<file path="src/rtl/idle_sentinel_pkg.sv">
package idle_sentinel_pkg;

  // Operation applied to the idle counter in a given cycle.
  typedef enum logic [1:0] {
    CNT_HOLD = 2'd0,
    CNT_LOAD = 2'd1,
    CNT_DEC  = 2'd2
  } cnt_op_e;

endpackage

</file>
<file path="src/rtl/idle_gate.sv">
module idle_gate
  import idle_sentinel_pkg::*;
(
  input  logic    clk,
  input  logic    rst,
  input  logic    tick_i,
  input  logic    hit_i,
  input  logic    pm_global_en_i,
  input  logic    timers_en_i,
  input  logic    unit_en_i,
  input  logic    acpi_mode_i,
  input  logic    cnt_zero_i,
  output cnt_op_e op_o,
  output logic    load_o
);

  logic uen_q;
  logic uen_rise;
  logic run_ok;

  always_ff @(posedge clk) begin
    if (rst) uen_q <= 1'b0;
    else     uen_q <= unit_en_i;
  end

  assign uen_rise = unit_en_i & ~uen_q;
  // Counting needs every gate open and the APM mode selected.
  assign run_ok   = pm_global_en_i & timers_en_i & unit_en_i & ~acpi_mode_i;
  assign load_o   = uen_rise | (hit_i & unit_en_i);

  always_comb begin
    if (load_o)                              op_o = CNT_LOAD;
    else if (run_ok && tick_i && !cnt_zero_i) op_o = CNT_DEC;
    else                                     op_o = CNT_HOLD;
  end

endmodule

</file>
<file path="src/rtl/idle_counter.sv">
module idle_counter
  import idle_sentinel_pkg::*;
#(
  parameter int CNT_W = 16
) (
  input  logic             clk,
  input  logic             rst,
  input  cnt_op_e          op_i,
  input  logic [CNT_W-1:0] reload_i,
  output logic [CNT_W-1:0] cnt_o,
  output logic             zero_o,
  output logic             expire_o
);

  localparam logic [CNT_W-1:0] ONE = CNT_W'(1);

  logic [CNT_W-1:0] cnt_q;

  always_ff @(posedge clk) begin
    if (rst) begin
      cnt_q <= '0;
    end else begin
      unique case (op_i)
        CNT_LOAD: cnt_q <= reload_i;
        CNT_DEC:  cnt_q <= cnt_q - ONE;
        default:  cnt_q <= cnt_q;
      endcase
    end
  end

  assign cnt_o    = cnt_q;
  assign zero_o   = (cnt_q == '0);
  // Expiry is only the step from one to zero, so a zero load never fires.
  assign expire_o = (op_i == CNT_DEC) && (cnt_q == ONE);

endmodule

</file>
<file path="src/rtl/idle_status.sv">
module idle_status (
  input  logic clk,
  input  logic rst,
  input  logic expire_i,
  input  logic clr_i,
  input  logic acpi_mode_i,
  input  logic pm_global_en_i,
  output logic sts_o,
  output logic smi_o
);

  logic sts_q;
  logic smi_q;
  logic sts_d;

  // A set on expiry beats a clear in the same cycle.
  assign sts_d = expire_i | (sts_q & ~clr_i);

  always_ff @(posedge clk) begin
    if (rst) begin
      sts_q <= 1'b0;
      smi_q <= 1'b0;
    end else begin
      sts_q <= sts_d;
      smi_q <= sts_d & ~acpi_mode_i & pm_global_en_i;
    end
  end

  assign sts_o = sts_q;
  assign smi_o = smi_q;

endmodule

</file>
<file path="src/rtl/idle_sentinel.sv">
module idle_sentinel
  import idle_sentinel_pkg::*;
#(
  parameter int CNT_W = 16
) (
  input  logic             clk,
  input  logic             rst,
  input  logic             tick_i,
  input  logic             hit_i,
  input  logic [CNT_W-1:0] reload_i,
  input  logic             pm_global_en_i,
  input  logic             timers_en_i,
  input  logic             unit_en_i,
  input  logic             acpi_mode_i,
  input  logic             sts_clr_i,
  output logic             sts_o,
  output logic             smi_req_o
);

  cnt_op_e          op_w;
  logic             ld_w;
  logic             zero_w;
  logic             exp_w;
  logic [CNT_W-1:0] cnt_w;

  idle_gate gate_i (
    .clk            (clk),
    .rst            (rst),
    .tick_i         (tick_i),
    .hit_i          (hit_i),
    .pm_global_en_i (pm_global_en_i),
    .timers_en_i    (timers_en_i),
    .unit_en_i      (unit_en_i),
    .acpi_mode_i    (acpi_mode_i),
    .cnt_zero_i     (zero_w),
    .op_o           (op_w),
    .load_o         (ld_w)
  );

  idle_counter #(.CNT_W(CNT_W)) cnt_i (
    .clk      (clk),
    .rst      (rst),
    .op_i     (op_w),
    .reload_i (reload_i),
    .cnt_o    (cnt_w),
    .zero_o   (zero_w),
    .expire_o (exp_w)
  );

  idle_status sts_i (
    .clk            (clk),
    .rst            (rst),
    .expire_i       (exp_w),
    .clr_i          (sts_clr_i),
    .acpi_mode_i    (acpi_mode_i),
    .pm_global_en_i (pm_global_en_i),
    .sts_o          (sts_o),
    .smi_o          (smi_req_o)
  );

endmodule

</file>
<file path="config.mk">
export PLATFORM = sky130hd
export DESIGN_NAME = idle_sentinel
export DESIGN_NICKNAME = d
export VERILOG_FILES = /design/src/rtl/idle_sentinel_pkg.sv /design/src/rtl/idle_gate.sv /design/src/rtl/idle_counter.sv /design/src/rtl/idle_status.sv /design/src/rtl/idle_sentinel.sv
export SDC_FILE = /design/constraint.sdc
export NUM_CORES = 1
export LEC_CHECK = 0
export CORE_AREA = 2 2 73 75
export DETAILED_ROUTE_END_ITERATION = 16
export DIE_AREA = 0 0 75 77
export PLACE_DENSITY = 0.56
export SYNTH_ARGS = -nofsm -noshare
export SYNTH_HDL_FRONTEND = slang
export SYNTH_SLANG_ARGS = --single-unit
</file>
<file path="constraint.sdc">
create_clock -name clk -period 1.8 [get_ports clk]
set_input_delay 0.36 -clock clk [delete_from_list [all_inputs] [get_ports clk]]
set_output_delay 0.36 -clock clk [all_outputs]
set_load 0.05 [all_outputs]
</file>
==> results_dict.tcl <==
set metrics [dict create \
    status "finished with violations" \
    violations "setup timing" \
    gp_congestion 0.7963 \
    dieArea_um2 5775 \
    hold_viol 0 \
    ys_types 47 \
    drtIter0Drc 46 \
    cts_tree "done" \
    criticalPathCategory "flip-flop to flip-flop" \
    fin_skew_ps 3.704 \
    postCtsHoldBufs 0 \
    io_buffers 26 \
    slew_viol_final 0 \
    synth.avg_cell_area_um2 9.059 \
    relSlewSlack_pct 74.67 \
    ys_warn_count 0 \
    nNetsFinal 223 \
    fmax_ghz 0.5281 \
    fin_cells 264 \
    ys.flop_type "dfxtp_1" \
    crit_path_max_fanout 5 \
    fp.dieW_um 75 \
    maxCapViolCount 0 \
    setup_viol 8 \
    synth_seq_cells 19 \
    areaGrowthSynthToFinish_pct 65.73 \
    drc 0 \
    syn-num-nets 161 \
    p_per_area_nw_per_um2 604.2 \
    wirelength_mm 3.482 \
    antenna_found_initial 0 \
    cts_root_buf "clkbuf_8" \
    grtUsageTotal_pct 12.78 \
    nFillCells 508 \
    post-route-min-period_ps 1894 \
    async_flop_share_pct 0 \
    synth_area_leader_cell "dfxtp_1" \
    yosysTopAreaCellShare_pct 31.57 \
    synth_edf_count 0 \
    power_w 0.001207 \
    ctsHtreeMaxLevel 1 \
    fin_crit_sh_pct 105.2 \
    cp.arrival_ps 2050 \
    numCtsBuffers 3 \
    ys_top_cells_by_area "dfxtp_1 32%, a211oi_1 6.2%, nor2_1 6.2%, xor2_1 5.8%, ha_1 3.1%" \
    required_ps 1960 \
    clock_latency_ps 260 \
    synthesis.instances 133 \
    peakVddDrop_uv 233.5 \
    setup_ws_ps -93.73 \
    synth.yosys.seq_area_share_pct 31.57 \
    die_h_um 77 \
    cp-start-kind "flip-flop" \
    via_per_inst 4.693 \
    clk_pin_slew_ps 80 \
    design.portCount 27 \
    setup_tns_ps -274.3 \
    grt_max_degree 15 \
    core_um2 4977 \
    cts_sinks 19 \
    placedCellCount 259 \
    diodes 0 \
    grt_remaining_overflow 0 \
    hold_class "flip-flop to flip-flop" \
    start_util_pct 24.21 \
    first_pass_iters 4 \
    tightest_slew_ps 376.5 \
    layout-drive-gt1-share_pct 37.63 \
    regArea_um2 384.1 \
    multi_input_area_um2 887.1 \
    rsz0062_at_grt "true" \
    hold_ws_ps 551.9 \
    syn-cell-area_um2 1205 \
    wire_per_inst_um 13.19 \
    cts_buffer_depth 2 \
    ant_nets 0 \
    p_leak_nw 0.7438 \
    row_count 26 \
    grt_pass1_vias 1249 \
    hpwl_mm 2.655 \
    endpoint_kind "flip-flop" \
    vias 1239 \
    grt_pass1_wl_mm 5.761 \
]
## per-layer routing
metal / vias to the layer above / share of wire [%] / global-route usage, %
met4: 0 / 1.0 / 3.214
met5: - / 0 / 0
met3: 5 / 2.5 / 1.971
li1: 620 / - / -
met2: 18 / 50 / 21.40
met1: 596 / 46 / 16.79
## logic make-up (layout without fill, tap and decap cells)
kind of cell,count (synthesis),after routing,synth area share [%]
adders and majority gates,3,3,3.116
DFF,19,19,31.57
and+or+nand+nor,62,62,31.88
buffers and inverters,9,70,6.230
AOI/OAI and AO/OA,28,28,18.48
xor gates and xnor gates,12,12,8.723
## worst max-delay path, stage by stage (launching register included)
cell     delay (ps)
dfxtp_2         330
or4_4           540
or2_4           270
buf_8           150
nor4_4          230
xor2_1          100
a22o_1          180
## cell usage after synthesis (all sizes together), types with 4 or more instances
library cell	count
dfxtp	19
nand3	6
xor2	8
nand4	4
nor3	6
nor2	21
a211oi	11
xnor2	4
nor4	4
## layout make-up
cell class | instances | share of cell area (%)
inverter | 3 | 0.5639
tap | 70 | 4.386
timing repair buffer | 63 | 29.14
clock buffer | 4 | 2.256
sequential | 19 | 19.24
multi-input combinational | 105 | 44.42
## placed cells by master (no fill, tap or decap), drive strengths merged, types with 6 or more instances in the layout
cell type,instances
xor2,8
nor3,6
nand3,6
buf,39
dfxtp,19
clkdlybuf4s50,24
nor2,21
a211oi,11
## registers in the layout, summed over array words and instances (netlist names)
name and cells:
cnt_i.cnt_o 16, sts_i.smi_o 1, sts_i.sts_o 1, gate_i.uen_q 1
## per-stage QoR
| stage | worst slack, ps | cell area, um^2 | utilization (%) |
|---|---|---|---|
| floorplan | 8.775 | 1254 | - |
| global placement | -267.1 | 1838 | 36.93 |
| detailed placement | -323.4 | 1838 | 36.93 |
| CTS | -84.12 | 1904 | 38.26 |
| global route | -148.9 | 1997 | 40.12 |
| finish | -93.73 | 1997 | 40.12 |
## power breakdown
part / total [W] / switching (W) / leakage, nW / internal [W]
clock network: 0.000315 / 0.000157 / 0.0228 / 0.000158
registers: 0.000480 / 0.0000298 / 0.158 / 0.000450
logic: 0.000412 / 0.000183 / 0.563 / 0.000229
total: 0.00121 / 0.000370 / 0.744 / 0.000837
## what timing repair did
action,4_1_cts,5_1_grt
buffers inserted,0,1
resized for setup,9,14
pin swaps,9,11
endpoints found under the setup margin,14,16
## worst paths after layout
kind              slack (ps)  cells after the start               to       startpoint
setup / recovery         -90                      6  cnt_i.cnt_o[15]   cnt_i.cnt_o[6]
hold / removal           550                      2  cnt_i.cnt_o[13]  cnt_i.cnt_o[13]
setup reg to reg         -90                      6  cnt_i.cnt_o[15]   cnt_i.cnt_o[6]
hold reg to reg          550                      2  cnt_i.cnt_o[13]  cnt_i.cnt_o[13]
Power figures use the tool's default switching activity.
